### src/rtl/imask_pkg.sv
// Package: shared command-byte layout for the interrupt mask unit.
// Assumes both command ports use the same byte format.
package imask_pkg;
    localparam int CMD_W   = 8;
    localparam int IDX_W   = 6;
    localparam int MAX_SRC = 1 << IDX_W;

    typedef struct packed {
        logic             rsvd;
        logic             all;
        logic [IDX_W-1:0] idx;
    } imask_cmd_t;
endpackage

### src/rtl/imask_cmd_dec.sv
// Module: turns a command byte plus its strobe into a per-source hit vector.
// Assumes NUM_SRC <= MAX_SRC. Indices at or above NUM_SRC hit nothing.
// The reserved bit is not looked at.
module imask_cmd_dec
    import imask_pkg::*;
#(
    parameter int NUM_SRC = 64
) (
    input  logic               valid,
    input  logic [CMD_W-1:0]   cmd,
    output logic [NUM_SRC-1:0] hit
);
    imask_cmd_t c;

    // Split the raw byte into its fields.
    always_comb c = imask_cmd_t'(cmd);

    generate
        for (genvar i = 0; i < NUM_SRC; i++) begin : g_hit
            // A source is hit by the all flag or by a matching index.
            always_comb hit[i] = valid && (c.all || (c.idx == IDX_W'(i)));
        end
    endgenerate
endmodule

### src/rtl/imask_reg.sv
// Module: mask register bank, one flop per source.
// Priority on each bit: full load, then set, then clear.
// Assumes set_hit and clr_hit were already arbitrated by the caller.
module imask_reg #(
    parameter int NUM_SRC = 64
) (
    input  logic               clk,
    input  logic               rst_n,
    input  logic               load,
    input  logic [NUM_SRC-1:0] load_data,
    input  logic [NUM_SRC-1:0] set_hit,
    input  logic [NUM_SRC-1:0] clr_hit,
    output logic [NUM_SRC-1:0] mask
);
    generate
        for (genvar i = 0; i < NUM_SRC; i++) begin : g_bit
            // Update one mask bit. Reset masks the source.
            always_ff @(posedge clk) begin
                if (!rst_n)          mask[i] <= 1'b1;
                else if (load)       mask[i] <= load_data[i];
                else if (set_hit[i]) mask[i] <= 1'b1;
                else if (clr_hit[i]) mask[i] <= 1'b0;
            end
        end
    endgenerate
endmodule

### src/rtl/imask_gate.sv
// Module: registered request gate. A request passes when its mask bit is 0.
// Assumes the mask input is the registered mask of the current cycle.
module imask_gate #(
    parameter int NUM_SRC = 64
) (
    input  logic               clk,
    input  logic               rst_n,
    input  logic [NUM_SRC-1:0] req,
    input  logic [NUM_SRC-1:0] mask,
    output logic [NUM_SRC-1:0] req_out
);
    // Register the unmasked requests. Reset drops them all.
    always_ff @(posedge clk) begin
        if (!rst_n) req_out <= '0;
        else        req_out <= req & ~mask;
    end
endmodule

### src/rtl/imask_unit.sv
// Module: top of the interrupt mask set/clear unit.
// Arbitrates the two command ports (set wins, clear dropped), decodes
// both ports, keeps the mask and gates the requests.
// Assumes single-cycle write strobes and NUM_SRC <= 64.
module imask_unit
    import imask_pkg::*;
#(
    parameter int NUM_SRC = 64
) (
    input  logic               clk,
    input  logic               rst_n,
    input  logic               set_wr,
    input  logic [CMD_W-1:0]   set_data,
    input  logic               clr_wr,
    input  logic [CMD_W-1:0]   clr_data,
    input  logic               mask_wr,
    input  logic [NUM_SRC-1:0] mask_wdata,
    input  logic [NUM_SRC-1:0] req_raw,
    output logic [CMD_W-1:0]   cmd_rdata,
    output logic [NUM_SRC-1:0] mask_q,
    output logic [NUM_SRC-1:0] req_masked
);
    logic               clr_ok;
    logic [NUM_SRC-1:0] set_hit;
    logic [NUM_SRC-1:0] clr_hit;

    // A set write in the same cycle cancels the whole clear command.
    always_comb clr_ok = clr_wr && !set_wr;

    // The command ports read back as zero.
    always_comb cmd_rdata = '0;

    imask_cmd_dec #(.NUM_SRC(NUM_SRC)) u_set_dec (
        .valid (set_wr),
        .cmd   (set_data),
        .hit   (set_hit)
    );

    imask_cmd_dec #(.NUM_SRC(NUM_SRC)) u_clr_dec (
        .valid (clr_ok),
        .cmd   (clr_data),
        .hit   (clr_hit)
    );

    imask_reg #(.NUM_SRC(NUM_SRC)) u_reg (
        .clk       (clk),
        .rst_n     (rst_n),
        .load      (mask_wr),
        .load_data (mask_wdata),
        .set_hit   (set_hit),
        .clr_hit   (clr_hit),
        .mask      (mask_q)
    );

    imask_gate #(.NUM_SRC(NUM_SRC)) u_gate (
        .clk     (clk),
        .rst_n   (rst_n),
        .req     (req_raw),
        .mask    (mask_q),
        .req_out (req_masked)
    );
endmodule

### config.mk
export PLATFORM = sky130hd
export DESIGN_NAME = imask_unit
export DESIGN_NICKNAME = d
export VERILOG_FILES = /design/src/rtl/imask_pkg.sv /design/src/rtl/imask_cmd_dec.sv /design/src/rtl/imask_reg.sv /design/src/rtl/imask_gate.sv /design/src/rtl/imask_unit.sv
export SDC_FILE = /design/constraint.sdc
export NUM_CORES = 1
export LEC_CHECK = 0
export ABC_AREA = 1
export BUFFER_PORTS_ARGS = -buffer_cell sky130_fd_sc_hd__buf_2
export CORE_MARGIN = 10
export CORE_UTILIZATION = 50
export DETAILED_ROUTE_END_ITERATION = 16
export GPL_TIMING_DRIVEN = 0
export PLACE_DENSITY = 0.87
export SLEW_MARGIN = 10
export SYNTH_ARGS = -nofsm -noshare
export SYNTH_HDL_FRONTEND = slang
export SYNTH_SLANG_ARGS = --single-unit
### constraint.sdc
create_clock -name clk -period 1.55 [get_ports clk]
set_input_delay 0.155 -clock clk [delete_from_list [all_inputs] [get_ports clk]]
set_output_delay 0.155 -clock clk [all_outputs]
set_load 0.005 [all_outputs]
==> qor.yml <==
run_status:
  status: "complete, but fails checks"
  violations: "negative hold slack"
timing:
  worst_slew_pin_slew_ps: 966
  slew_violations: 0
  fmax_mhz: 672
  setup_viol: 0
  setup_tns_ps: 0
  rsz0062_at_grt: "false"
  hold_viol_final: 1
  min_period_over_period_pct: 96.0
  finalCriticalPeriod_ps: 1490
  fin_skew_ps: 9.70
  slew-limit-headroom_pct: 35.6
  holdWs_ps: -7.40
synthesis:
  synth_ff_type: "dfxtp_1"
  synthTopCellsByCount: "nand2_1 (541), dfxtp_1 (128), nor2_1 (71)"
  yosys.area_share.simple_pct: 42.5
  yosysWarnings: 0
  synth_cell_types: 15
  synth_top_family_by_area: "simple AND/OR/NAND/NOR gates"
  synth_seq_cells: 128
  synth_edf_count: 0
  yosysSeqAreaShare_pct: 40.5
  yosysMostFrequentCell: "nand2_1"
  synthMuxAreaShare_pct: 0
  yosysTopAreaCell: "dfxtp_1"
  syn_avg_cell_area_sq_um: 6.11
  synthDominantCellAreaShare_pct: 40.5
  synth_fa_ha_area_share_pct: 0
  async_flop_share_pct: 0
  synth_area_sq_mm: 0.00633
  yosys-top-cells-area: "dfxtp_1 (40%), nand2_1 (32%), a21oi_1 (5.1%), o21ai_0 (5.1%), nand3_1 (4.7%)"
  synth_compound_area_share_pct: 10.1
  synth_cells: 1036
  synthXorXnorAreaFrac_pct: 0
floorplan:
  rows: 41
  coreArea_sq_mm: 0.0125
  ios: 285
  die_w_um: 133
  die-area_sq_mm: 0.0176
  die_y_um: 133
  start_util_pct: 50.6
cells_and_area:
  nFillCells: 903
  fin_area_sq_mm: 0.00982
  nNetsFinal: 1611
  drive_gt1_share_pct: 23.8
  area_delta_synth_final_pct: 55.2
  instances_no_fill: 1653
pwr:
  pwr-share-seq_pct: 37.9
  power.share.clock_pct: 43.7
  ir_drop_v: 0.000767
  power_mw: 9.49
  pwr-share-comb_pct: 18.3
  p_per_area_mw_per_mm2: 966
  leakagePower_nw: 5.08
  p_int_mw: 6.80
  netSwitchingPower_mw: 2.69
  swShare_pct: 28.3
clock_network:
  clock_latency_ps: 430
  clk_pin_slew_ps: 60
  cts_tree: "yes"
  clock-sinks: 128
  clk_path_buf_depth: 2
  cts_root_buffer: "clkbuf_16"
  cts_buffers: 17
  ctsResizeCount: 0
  h-tree-depth: 4
grt:
  grt_usage_pct: 32.7
  grt_overflow_total: 0
  grt_pass1_vias: 8619
  antenna_found_initial: 5
  grt_pass1_wl_mm: 45.9
  grt_max_degree: 17
setup_path:
  setup.worst_path.end_class: "flop"
  critPathRequiredTime_ps: 1900
  path_class: "input pin to flop"
  crit_fanout: 10
  cp.arrival_ps: 1840
  critPathLaunchType: "input pin"
placement:
  placedCellCount: 1489
  io_buffer_count: 274
  gp_congestion: 0.996
  place_area_sq_mm: 0.00794
  dp.final_hpwl_mm: 19.5
route:
  drt_iter0_markers: 1177
  drc_errors: 0
  dr.pass1.iters: 6
  vias: 8750
  drt_wl_total_mm: 30.3
  vias_per_cell: 5.29
  routedWlPerCell_um: 18.3
  detail-route-antenna-nets: 0
worst_hold_path:
  min-delay-path-class: "input pin to flop"
flow_run:
  maxCapViolCount: 0
layout by cell type (no fill, tap or decap), types with 8 or more instances in the layout:
master | synthesis | routed
a21oi_1 | 64 | 64
buf_1 | 13 | 13
buf_2 | 10 | 284
buf_4 | 15 | 15
clkbuf_1 | 37 | 38
clkbuf_16 | 0 | 17
conb_1 | 1 | 8
dfxtp_1 | 128 | 128
dlygate4sd3_1 | 0 | 126
inv_1 | 11 | 11
inv_2 | 11 | 11
nand2_1 | 541 | 541
nand3_1 | 60 | 60
nor2_1 | 71 | 71
o21ai_0 | 64 | 64
flip-flops by register name, summed over array words and instances, names as in the netlist:
register and flops:
u_gate.req_out 64, u_reg.mask 64
worst paths after layout:
path | slack (ps) | from | cells past startpoint | endpoint
min | -7 | mask_wdata[35] | 3 | u_reg.mask[35]$_SDFFE_PN1P_
max | 60 | rst_n | 5 | u_gate.req_out[4]$_SDFF_PN0_
max reg2reg | 780 | u_reg.mask[20]$_SDFFE_PN1P_ | 4 | u_reg.mask[20]$_SDFFE_PN1P_
min reg2reg | 450 | u_reg.mask[58]$_SDFFE_PN1P_ | 1 | u_gate.req_out[58]$_SDFF_PN0_
logic make-up after synthesis:
logic type / Yosys count
and+or+nand+nor: 682
AOI/OAI and AO/OA: 128
DFF: 128
buffers and inverters: 97
other: 1
critical path, stage by stage:
cell      delay, ps
buf_2           100
clkbuf_1        420
buf_1           780
nand2_1         200
nor2_1          170
area by class of cell:
class,instances,area (sq um),share of cell area [%]
timing repair buffer,400,2630,26.8
multi-input combinational,818,3360,34.2
sequential,128,2560,26.1
inverter,22,82.6,0.841
clock buffer,23,498,5.07
buffer,75,350,3.57
tap,172,215,2.19
clock inverter,9,105,1.07
antenna,6,15.0,0.153
metal layers:
metal	GRT usage (%)	routed length (um)	share of wire (%)
met3	10.2	3530	12
met4	16.6	1380	4.5
met1	36.1	10900	36
met2	55.6	14600	48
met5	0	0	0
power by group through the flow:
| stage | combinational [mW] | clock [mW] | sequential [mW] |
|---|---|---|---|
| final | 1.74 | 4.15 | 3.60 |
| after global routing | 1.90 | 4.30 | 3.61 |
| after CTS | 1.66 | 4.06 | 3.59 |
| after detailed placement | 1.39 | 0 | 3.66 |
| after global placement | 1.37 | 0 | 3.66 |
| after floorplan | 0.755 | 0 | 3.65 |
stage by stage:
step / hold WS [ps] / worst slack [ps] / util, %
2_1_floorplan: 269 / 489 / -
3_3_place_gp: 364 / -91.2 / 63.5
3_5_place_dp: 368 / -142 / 63.5
4_1_cts: 2.76 / 293 / 78.3
5_1_grt: 10.8 / 49.1 / 78.4
6_report: -7.40 / 61.5 / 78.5
what timing repair did:
action                                  CTS  global route
setup buffers                             0             0
hold endpoints to repair                126             0
hold buffers                            126             0
endpoints found under the setup margin    0             0
(Power assumes the default switching activity.)
